`src/rtl/dbuf_pkg.sv`:
```
package dbuf_pkg;
  localparam int REG_W  = 16;
  localparam int ADDR_W = 32;
  localparam int OFS_W  = 16;
  localparam int CFG_W  = 6;
  localparam int ACK_W  = 5;

  // word indices (byte offset >> 1)
  localparam logic [3:0] IX_CTL     = 4'd0;
  localparam logic [3:0] IX_IRQ     = 4'd1;
  localparam logic [3:0] IX_BASEA_L = 4'd2;
  localparam logic [3:0] IX_BASEA_H = 4'd3;
  localparam logic [3:0] IX_BASEB_L = 4'd4;
  localparam logic [3:0] IX_BASEB_H = 4'd5;
  localparam logic [3:0] IX_LENA    = 4'd6;
  localparam logic [3:0] IX_LENB    = 4'd7;
  localparam logic [3:0] IX_POS_L   = 4'd8;
  localparam logic [3:0] IX_POS_H   = 4'd9;
  localparam logic [3:0] IX_OFS     = 4'd10;
  localparam logic [3:0] IX_FMT     = 4'd11;

  localparam logic [ACK_W-1:0] IRQ_RESET = 5'b00001;
  localparam logic [CFG_W-1:0] FMT_RESET = 6'b010000;

  typedef struct packed {
    logic             wrap;
    logic [OFS_W-1:0] ofs;
  } adv_t;

  // bytes per frame from the format bits: wide samples and stereo each double it
  function automatic logic [2:0] frame_bytes(input logic [CFG_W-1:0] fmt);
    case ({fmt[5], fmt[4]})
      2'b00:   frame_bytes = 3'd1;
      2'b11:   frame_bytes = 3'd4;
      default: frame_bytes = 3'd2;
    endcase
  endfunction

  // next offset within a buffer, reporting when the buffer is used up
  function automatic adv_t advance(input logic [OFS_W-1:0] ofs,
                                   input logic [2:0]       step,
                                   input logic [OFS_W-1:0] len);
    logic [OFS_W:0] sum;
    sum          = {1'b0, ofs} + {{(OFS_W-2){1'b0}}, step};
    advance.wrap = (sum >= {1'b0, len});
    advance.ofs  = advance.wrap ? '0 : sum[OFS_W-1:0];
  endfunction
endpackage

```
`src/rtl/dbuf_regs.sv`:
```
module dbuf_regs
  import dbuf_pkg::*;
(
  input  logic              clk,
  input  logic              rst_n,
  input  logic              wr_en,
  input  logic [4:0]        addr,
  input  logic [REG_W-1:0]  wdata,
  input  logic [1:0]        done_set,
  input  logic [ADDR_W-1:0] pos,
  input  logic [OFS_W-1:0]  ofs,
  output logic              run,
  output logic [ADDR_W-1:0] base_a,
  output logic [ADDR_W-1:0] base_b,
  output logic [OFS_W-1:0]  len_a,
  output logic [OFS_W-1:0]  len_b,
  output logic [CFG_W-1:0]  fmt,
  output logic [REG_W-1:0]  rdata,
  output logic              irq
);
  logic [CFG_W-1:0] ctl_q;
  logic [ACK_W-1:0] irq_q;
  logic [ACK_W-1:0] ack;
  logic [3:0]       idx;
  logic             unused_addr_lsb;

  assign idx             = addr[4:1];
  assign unused_addr_lsb = addr[0];
  assign ack = (wr_en && idx == IX_IRQ) ? wdata[ACK_W-1:0] : '0;

  always_ff @(posedge clk) begin
    if (!rst_n) begin
      ctl_q  <= '0;
      fmt    <= FMT_RESET;
      base_a <= '0;
      base_b <= '0;
      len_a  <= '0;
      len_b  <= '0;
      irq_q  <= IRQ_RESET;
    end else begin
      if (wr_en) begin
        case (idx)
          IX_CTL:     ctl_q         <= wdata[CFG_W-1:0];
          IX_FMT:     fmt           <= wdata[CFG_W-1:0];
          IX_BASEA_L: base_a[15:0]  <= wdata;
          IX_BASEA_H: base_a[31:16] <= wdata;
          IX_BASEB_L: base_b[15:0]  <= wdata;
          IX_BASEB_H: base_b[31:16] <= wdata;
          IX_LENA:    len_a         <= wdata;
          IX_LENB:    len_b         <= wdata;
          default: ;
        endcase
      end
      // a buffer switch outranks an acknowledge arriving on the same edge
      irq_q <= (irq_q & ~ack) | {2'b00, done_set, 1'b0};
    end
  end

  assign run = ctl_q[0];
  assign irq = irq_q[1] | irq_q[2];

  always_comb begin
    case (idx)
      IX_CTL:     rdata = {{(REG_W-CFG_W){1'b0}}, ctl_q};
      IX_IRQ:     rdata = {{(REG_W-ACK_W){1'b0}}, irq_q};
      IX_BASEA_L: rdata = base_a[15:0];
      IX_BASEA_H: rdata = base_a[31:16];
      IX_BASEB_L: rdata = base_b[15:0];
      IX_BASEB_H: rdata = base_b[31:16];
      IX_LENA:    rdata = len_a;
      IX_LENB:    rdata = len_b;
      IX_POS_L:   rdata = pos[15:0];
      IX_POS_H:   rdata = pos[31:16];
      IX_OFS:     rdata = ofs;
      IX_FMT:     rdata = {{(REG_W-CFG_W){1'b0}}, fmt};
      default:    rdata = '0;
    endcase
  end

  assert_set_wins_a_R10: assert property (@(posedge clk) disable iff (!rst_n)
    done_set[0] |=> irq_q[1]);
  assert_set_wins_b_R10: assert property (@(posedge clk) disable iff (!rst_n)
    done_set[1] |=> irq_q[2]);
  assert_irq_held_R9: assert property (@(posedge clk) disable iff (!rst_n)
    (irq && !(ack[1] || ack[2])) |=> irq);
  assert_flag_source_R3: assert property (@(posedge clk) disable iff (!rst_n)
    $rose(irq_q[1]) |-> $past(done_set[0]));
endmodule

```
`src/rtl/dbuf_walker.sv`:
```
module dbuf_walker
  import dbuf_pkg::*;
(
  input  logic              clk,
  input  logic              rst_n,
  input  logic              run,
  input  logic              frame_req,
  input  logic [ADDR_W-1:0] base_a,
  input  logic [ADDR_W-1:0] base_b,
  input  logic [OFS_W-1:0]  len_a,
  input  logic [OFS_W-1:0]  len_b,
  input  logic [2:0]        step,
  output logic [OFS_W-1:0]  ofs_q,
  output logic [ADDR_W-1:0] pos,
  output logic              wrap_evt,
  output logic              wrap_from_b,
  output logic [ADDR_W-1:0] dma_addr_q,
  output logic              addr_valid_q
);
  logic              area_q;     // 0: buffer A active, 1: buffer B active
  logic              frame_go;
  logic [OFS_W-1:0]  len_sel;
  logic [ADDR_W-1:0] base_sel;
  adv_t              adv;

  assign frame_go    = frame_req & run;
  assign len_sel     = area_q ? len_b  : len_a;
  assign base_sel    = area_q ? base_b : base_a;
  assign adv         = advance(ofs_q, step, len_sel);
  assign wrap_evt    = frame_go & adv.wrap;
  assign wrap_from_b = area_q;
  assign pos         = base_sel + {{(ADDR_W-OFS_W){1'b0}}, ofs_q};

  always_ff @(posedge clk) begin
    if (!rst_n) begin
      ofs_q        <= '0;
      area_q       <= 1'b0;
      dma_addr_q   <= '0;
      addr_valid_q <= 1'b0;
    end else begin
      addr_valid_q <= frame_go;
      if (frame_go) begin
        dma_addr_q <= pos;
        ofs_q      <= adv.ofs;
        if (adv.wrap) area_q <= ~area_q;
      end
    end
  end

  assert_no_strobe_paused_R4: assert property (@(posedge clk) disable iff (!rst_n)
    (frame_req && !run) |=> !addr_valid_q);
  assert_hold_paused_R4: assert property (@(posedge clk) disable iff (!rst_n)
    !run |=> ($stable(ofs_q) && $stable(area_q)));
  assert_wrap_restart_R8: assert property (@(posedge clk) disable iff (!rst_n)
    wrap_evt |=> ((ofs_q == '0) && (area_q != $past(area_q))));
  assert_strobe_addr_R6: assert property (@(posedge clk) disable iff (!rst_n)
    addr_valid_q |-> (dma_addr_q == $past(pos)));
endmodule

```
`src/rtl/dbuf_dma_addr.sv`:
```
module dbuf_dma_addr
  import dbuf_pkg::*;
(
  input  logic        clk,
  input  logic        rst_n,
  input  logic        reg_wr,
  input  logic [4:0]  reg_addr,
  input  logic [15:0] reg_wdata,
  output logic [15:0] reg_rdata,
  input  logic        frame_req,
  output logic [31:0] dma_addr,
  output logic        dma_addr_valid,
  output logic        irq
);
  logic              run;
  logic [ADDR_W-1:0] base_a, base_b, pos;
  logic [OFS_W-1:0]  len_a, len_b, ofs;
  logic [CFG_W-1:0]  fmt;
  logic [2:0]        step;
  logic              wrap_evt, wrap_from_b;
  logic [1:0]        done_set;

  assign step     = frame_bytes(fmt);
  assign done_set = {wrap_evt & wrap_from_b, wrap_evt & ~wrap_from_b};

  dbuf_regs u_regs (
    .clk(clk), .rst_n(rst_n), .wr_en(reg_wr), .addr(reg_addr), .wdata(reg_wdata),
    .done_set(done_set), .pos(pos), .ofs(ofs), .run(run),
    .base_a(base_a), .base_b(base_b), .len_a(len_a), .len_b(len_b),
    .fmt(fmt), .rdata(reg_rdata), .irq(irq)
  );

  dbuf_walker u_walker (
    .clk(clk), .rst_n(rst_n), .run(run), .frame_req(frame_req),
    .base_a(base_a), .base_b(base_b), .len_a(len_a), .len_b(len_b), .step(step),
    .ofs_q(ofs), .pos(pos), .wrap_evt(wrap_evt), .wrap_from_b(wrap_from_b),
    .dma_addr_q(dma_addr), .addr_valid_q(dma_addr_valid)
  );
endmodule

```
`config.mk`:
```
export PLATFORM = sky130hd
export DESIGN_NAME = dbuf_dma_addr
export DESIGN_NICKNAME = d
export VERILOG_FILES = /design/src/rtl/dbuf_pkg.sv /design/src/rtl/dbuf_regs.sv /design/src/rtl/dbuf_walker.sv /design/src/rtl/dbuf_dma_addr.sv
export SDC_FILE = /design/constraint.sdc
export NUM_CORES = 1
export LEC_CHECK = 0
export BUFFER_PORTS_ARGS = -buffer_cell sky130_fd_sc_hd__buf_2
export CORE_MARGIN = 1
export CORE_UTILIZATION = 54
export DETAILED_ROUTE_END_ITERATION = 8
export GPL_ROUTABILITY_DRIVEN = 1
export GPL_TIMING_DRIVEN = 1
export MAX_ROUTING_LAYER = met4
export PLACE_DENSITY = 0.79
export SLEW_MARGIN = 30
export SYNTH_ARGS = -nofsm -noshare
export SYNTH_HDL_FRONTEND = slang
export SYNTH_SLANG_ARGS = --single-unit
```
`constraint.sdc`:
```
create_clock -name clk -period 5.05 [get_ports clk]
set_input_delay 0.505 -clock clk [delete_from_list [all_inputs] [get_ports clk]]
set_output_delay 0.505 -clock clk [all_outputs]
set_load 0.02 [all_outputs]
```
==> run_results.csv, run 1 <==
group,metric,value,unit
critical_path,critPathBufInv,3,
finish,final_common_cell,"nand2_1",
run_status,run_status,"complete, no violations",
synthesis,syn-num-nets,1249,
floorplan,die_height,134,um
detailed_routing,vias_per_cell,6.46,
floorplan,core,16800,um^2
synthesis,ys.flop_type,"dfxtp_1",
critical_path,ff2ff_setup_slack,0.82,ns
global_route,grt_pass1_vias,8398,
power,power,2.80,mW
critical_path,cpPeakStageDelay,0.59,ns
clock_tree,cts_tree,"built",
sta,rsz0062_at_grt,"false",
critical_path,crit_path_frequent_cell,"buf_4",
synthesis,yosys.cell_types.count,69,
synthesis,postSynthAreaPerCell,7.89,um^2
critical_path,arrival,4.27,ns
power,p_clk_share,47.0,%
sta,hold_viol,0,
critical_path,crit_family,"buffers and inverters",
floorplan,rows,47,
global_route,grt_pass1_wl,48300,um
detailed_routing,wl,32100,um
floorplan,die_x,134,um
sta,finalMaxSlewViolations,0,
finish,antenna_cells,0,
synthesis,synthArstFlopShare,0,%
critical_path,worstPathRequired,4.55,ns
floorplan,start_util,55.8,%
worst_hold_path,hold_class,"in -> reg",
synthesis,synthCells,1185,
power,seqPwrFrac,46.7,%
worst_hold_path,min_from,"reg_wdata[10]",
detailed_routing,num_vias,9294,
clock_tree,cts.sinks,163,
clock_tree,cts_resized,0,
placed_design,portBuffers,73,
finish,layout_common_cells,"nand2_1 (275), dfxtp_1 (162), a21oi_1 (134)",
placed_design,dp_hpwl,22700,um
finish,finalNetCount,1270,
clock_tree,clk_latency,0.44,ns
sta,min_period_over_period,94.5,%
critical_path,setup.worst_path.class,"reg -> out",
synthesis,ys_seq_elements,163,
clock_tree,post-cts-setup-buffers,0,
placed_design,gp_congestion,1.01,
finish,syn_to_final_growth,11.0,%
critical_path,cp_slowest_cell,"dfxtp_2",
sta,period_needed,4.77,ns
clock_tree,max-clock-path-buffers,2,
critical_path,startpoint_type,"flop",
critical_path,r2r_cells,17,
critical_path,cp-startpoint,"u_walker.wrap_from_b$_SDFFE_PN0N_",
clock_tree,ctsRootBufferMaster,"clkbuf_16",
flow_run,max_cap_violations,0,
sta,fmax,0.210,GHz
sta,setup-tns-final,0,ns
detailed_routing,first_pass_iters,7,
sta,tightest_slew,0.934,ns
critical_path,rr_endpoint,"u_walker.wrap_from_b$_SDFFE_PN0N_",
detailed_routing,wl_per_cell,22.3,um
detailed_routing,drt_iter0_markers,1284,
floorplan,die-area,17800,um^2
sta,relSlewSlack,37.7,%
synthesis,syn_area,9350,um^2
power,power_density,270,nW/um^2
critical_path,path_max_fanout,21,
power,vdd_drop_max,0.238,mV
critical_path,crit_chain,"buf_4 > buf_4 > mux2_2 > ha_1 > a21oi_1 > o21bai_1 > a21o_1 > or2_2 > xnor2_1 > o211ai_1 > or3b_1 > buf_2",
critical_path,cp.depth,12,
finish,drive_gt1_share,13.1,%
global_route,grt_antenna_before_repair,0,
power,p_sw,0.734,mW
power,internal_power,2.07,mW
clock_tree,cts-buffers-inserted,17,
floorplan,ioPinCount,75,
global_route,overflow,0,
power,comb_power_share,6.3,%
power,power.leakage,4.05,nW
synthesis,ys_seq_area_share,34.9,%
detailed_routing,drc,0,
sta,fin_skew,0.0114,ns
finish,final_util,61.9,%
synthesis,yosys_warnings,0,
critical_path,worstSetupEndpoint,"reg_rdata[11]",
detailed_routing,drtAntennaViolNets,0,
power,p_sw_share,26.2,%
synthesis,synth_enable_flop_cells,0,
global_route,track_usage,37.2,%
critical_path,critPathCaptureType,"primary output",
critical_path,r2r-start,"u_regs.fmt[5]$_SDFFE_PN0P_",
global_route,grt_start_max_net_pins,94,
clock_tree,path_clk_slew,0.07,ns
clock_tree,htreeDepth,4,
sta,report.final.setup_viol,0,
clock_tree,holdBufCountCts,0,
-- state kept, by name, summed over array words and instances (netlist names) --
signal and flops:
u_regs.base_a 32, u_regs.base_b 32, u_walker.dma_addr_q 32, u_regs.len_a 16, u_regs.len_b 16, u_walker.ofs_q 16
u_regs.ctl_q 6, u_regs.fmt 6, u_regs.irq_q 5, u_walker.addr_valid_q 1, u_walker.wrap_from_b 1
-- routing by layer --
metal / track usage [%] / routed length [um] / vias up / share of wire (%)
met5: - / 0 / - / 0
met1: 49.1 / 13300 / 4409 / 41
met3: 12.1 / 4120 / 80 / 13
met4: 12.4 / 913 / 0 / 2.8
met2: 53.1 / 13800 / 523 / 43
li1: - / - / 4282 / -
-- area by class of cell --
class                   count  area (um^2)
well taps                 220          275
repair buffers             86          475
flip-flops and latches    163         3260
multi-input cells         924         5720
fillers                  1532         6380
clock inverters            13          139
clock buffers              19          453
inverters                  14         53.8
-- stage by stage --
step | cells | setup WS (ns) | instance area [um^2] | hold WS (ns)
detailed placement | 1406 | 0.845 | 9760 | 0.423
finish | 1439 | 0.278 | 10400 | 0.362
floorplan | 1185 | 0.263 | 9350 | 0.409
CTS | 1438 | 0.392 | 10400 | 0.350
global placement | 1406 | 0.887 | 9760 | 0.420
global route | 1439 | 0.161 | 10400 | 0.363
-- power by group through the flow --
| stage | sequential, mW | combinational, mW | clock (mW) |
|---|---|---|---|
| final | 1.31 | 0.176 | 1.32 |
| after global routing | 1.31 | 0.186 | 1.37 |
| after CTS | 1.31 | 0.169 | 1.32 |
| after detailed placement | 1.34 | 0.168 | 0 |
| after global placement | 1.34 | 0.167 | 0 |
| after floorplan | 1.33 | 0.107 | 0 |
-- synth_stat cells (all sizes together), types with 3 or more instances --
| master | instances | area [um^2] |
|---|---|---|
| a22o | 7 | 61.3 |
| buf | 8 | 40.0 |
| dfxtp | 163 | 3260 |
| o21ai | 43 | 219 |
| nor4 | 6 | 37.5 |
| nor3 | 12 | 71.3 |
| nand2b | 5 | 31.3 |
| and3 | 22 | 138 |
| xor2 | 13 | 114 |
| ha | 37 | 463 |
| nand3 | 38 | 190 |
| nor3b | 3 | 22.5 |
| mux2i | 47 | 470 |
| nor2b | 6 | 37.5 |
| a21o | 7 | 52.6 |
| a22oi | 26 | 195 |
| a21boi | 3 | 22.5 |
| inv | 14 | 52.6 |
| nand2 | 276 | 1040 |
| o211ai | 4 | 30.0 |
| nand4 | 9 | 62.6 |
| a32o | 10 | 100 |
| a221o | 5 | 50.1 |
| a222oi | 11 | 110 |
| a211oi | 5 | 37.5 |
| a21oi | 135 | 679 |
| a31oi | 8 | 50.1 |
| or2 | 3 | 18.8 |
| nor2 | 55 | 206 |
| mux2 | 26 | 293 |
| a211o | 6 | 52.6 |
| o21a | 8 | 60.1 |
| clkbuf | 76 | 285 |
| and2 | 13 | 81.3 |
| nand3b | 6 | 45.0 |
| nand4b | 4 | 35.0 |
| xnor2 | 26 | 228 |
| o221ai | 3 | 26.3 |
| a221oi | 6 | 52.6 |
-- worst min-delay path by stage --
stage / end / slack (ns) / cells past startpoint
2_1_floorplan: u_regs.irq_q[4]$_SDFF_PN0_ / 0.41 / 2
3_3_place_gp: u_regs.irq_q[4]$_SDFF_PN0_ / 0.42 / 2
3_5_place_dp: u_regs.irq_q[3]$_SDFF_PN0_ / 0.42 / 2
4_1_cts: u_regs.base_b[29]$_SDFFE_PN0P_ / 0.35 / 3
5_1_grt: u_regs.len_b[7]$_SDFFE_PN0P_ / 0.36 / 3
6_report: u_regs.base_b[26]$_SDFFE_PN0P_ / 0.36 / 3
-- worst min-delay path, stage by stage --
cell and delay [ns]:
buf_2 0.14, nand2_1 0.06, a21oi_1 0.05
-- logic make-up after synthesis --
group,Yosys count,share of synthesized area [%]
and+or+nand+nor,465,22.1
AOI/OAI and AO/OA,307,21.5
DFF,163,34.9
buffers and inverters,98,4.04
muxes,74,8.40
xor gates and xnor gates,39,3.65
adders and majority gates,39,5.38
No activity file was read; power rests on OpenSTA's default activity.
==> run 2, diff against run 1 <==
CTS_BUF_LIST = sky130_fd_sc_hd__clkbuf_4   (was unset)
==> run 2 against run 1 <==
The flow now finishes with violations (DRC). Die area unchanged. Power shrank 19%. Worst hold slack got worse by 0.18 ns. Clock skew is 0.014 ns higher. Routed wire length shrank 0.66%. Global-route usage is 0.098 points lower. Critical endpoint is now reg_rdata[7]. Largest power group is now registers. Highest routed layer unchanged.
==> run_results.csv, run 2 (synthesis results as in run 1) <==
group,metric,value,unit
run_status,run_status,"complete, but fails checks",
run_status,violations,"DRC",
placed_design,gp_congestion,1.01,
detailed_routing,wl_per_cell,22.1,um
finish,final_util,60.0,%
global_route,grt_pass1_wl,48300,um
floorplan,ioPinCount,75,
floorplan,die_height,134,um
finish,drive_gt1_share,13.0,%
critical_path,setup.worst_path.class,"reg -> out",
power,vdd_drop_max,0.244,mV
floorplan,core,16800,um^2
detailed_routing,vias_per_cell,6.41,
finish,finalNetCount,1269,
power,internal_power,1.60,mW
floorplan,die-area,17800,um^2
power,seqPwrFrac,57.6,%
placed_design,dp_hpwl,22700,um
sta,min_period_over_period,95.3,%
global_route,grt_pass1_vias,8323,
clock_tree,max-clock-path-buffers,2,
finish,layout_common_cells,"nand2_1 (275), dfxtp_1 (162), a21oi_1 (134)",
sta,tightest_slew,0.925,ns
clock_tree,cts-buffers-inserted,17,
finish,regArea,3270,um^2
sta,finalMaxSlewViolations,0,
sta,relSlewSlack,38.2,%
sta,setup-tns-final,0,ns
sta,rsz0062_at_grt,"false",
power,power.leakage,3.90,nW
critical_path,arrival,4.31,ns
power,p_clk_share,34.7,%
power,power_density,226,nW/um^2
floorplan,rows,47,
critical_path,startpoint_type,"flop",
detailed_routing,first_pass_iters,9,
global_route,grt_antenna_before_repair,1,
worst_hold_path,hold_class,"in -> reg",
detailed_routing,wl,31900,um
clock_tree,htreeDepth,4,
critical_path,path_max_fanout,21,
critical_path,worstPathRequired,4.55,ns
clock_tree,cts.sinks,163,
global_route,grt_start_max_net_pins,94,
global_route,track_usage,37.1,%
detailed_routing,num_vias,9225,
clock_tree,ctsRootBufferMaster,"clkbuf_4",
floorplan,start_util,55.8,%
sta,hold_viol,0,
sta,fin_skew,0.0257,ns
clock_tree,clk_latency,0.59,ns
detailed_routing,drt_iter0_markers,1189,
clock_tree,cts_tree,"built",
detailed_routing,drtAntennaViolNets,0,
finish,final_common_cell,"nand2_1",
placed_design,dpl_cell_area,9760,um^2
flow_run,max_cap_violations,0,
sta,whs,0.182,ns
finish,reg_top3,"u_regs.base_a x32, u_regs.base_b x32, u_walker.dma_addr_q x32",
sta,period_needed,4.81,ns
finish,fillers,1579,
power,p_sw_share,29.5,%
clock_tree,holdBufCountCts,0,
placed_design,portBuffers,73,
detailed_routing,drc,3,
floorplan,die_x,134,um
finish,syn_to_final_growth,7.57,%
clock_tree,path_clk_slew,0.16,ns
finish,multi_input_area,5730,um^2
power,p_sw,0.669,mW
critical_path,critPathCaptureType,"primary output",
sta,report.final.setup_viol,0,
global_route,overflow,0,
finish,final_area,10100,um^2
power,comb_power_share,7.7,%
sta,fmax,0.208,GHz
## run 2: metrics by stage
stage	setup WS (ns)	power (mW)	std cells
floorplan	0.263	1.44	1185
global placement	0.887	1.50	1406
detailed placement	0.845	1.50	1406
CTS	0.205	2.27	1438
global route	0.0798	2.34	1439
finish	0.238	2.27	1440
## run 2: power by group through the flow
stage	sequential (mW)	clock (mW)	combinational [mW]
final	1.31	0.788	0.175
after global placement	1.34	0	0.167
after floorplan	1.33	0	0.107
after global routing	1.31	0.843	0.184
after CTS	1.31	0.789	0.169
after detailed placement	1.34	0	0.168
## run 2: timing repair
item                                    in CTS  in global routing
endpoints found under the setup margin       0                  3
resized for setup                            0                  2
buffers inserted                             0                  0
hold endpoints to repair                     0                  0
## run 2: area by class of cell
type / count / share of cell area, %
well taps: 220 / 2.74
clock inverters: 15 / 1.46
flip-flops and latches: 163 / 32.5
clock buffers: 17 / 1.27
diodes: 2 / 0.0498
inverters: 14 / 0.535
multi-input cells: 924 / 56.9
repair buffers: 85 / 4.56
## run 2: worst paths after layout
check / from / to / slack, ns / cells after the start
worst min register to register: u_regs.irq_q[3]$_SDFF_PN0_ / u_regs.irq_q[3]$_SDFF_PN0_ / 0.44 / 2
worst max register to register: u_regs.fmt[5]$_SDFFE_PN0P_ / u_walker.wrap_from_b$_SDFFE_PN0N_ / 0.83 / 17
worst max-delay path: u_walker.wrap_from_b$_SDFFE_PN0N_ / reg_rdata[7] / 0.24 / 11
worst min-delay path: reg_wdata[13] / u_regs.base_b[29]$_SDFFE_PN0P_ / 0.18 / 3
## run 2: metal layers
metal | up-vias | wire length, um | global-route usage [%]
met4 | 0 | 733 | 11.0
met3 | 70 | 3740 | 9.89
met1 | 4364 | 13600 | 50.7
met5 | - | 0 | -
li1 | 4271 | - | -
met2 | 520 | 13800 | 53.2
## run 2: critical path, stage by stage, from the launching register on
cell and delay (ns):
dfxtp_4 0.52, buf_4 0.34, mux2_2 0.43, ha_1 0.35, a21oi_1 0.23, o21ai_0 0.26
and2_1 0.25, o21ai_2 0.31, nand2_1 0.21, xor2_1 0.22, o221ai_1 0.33, buf_2 0.24
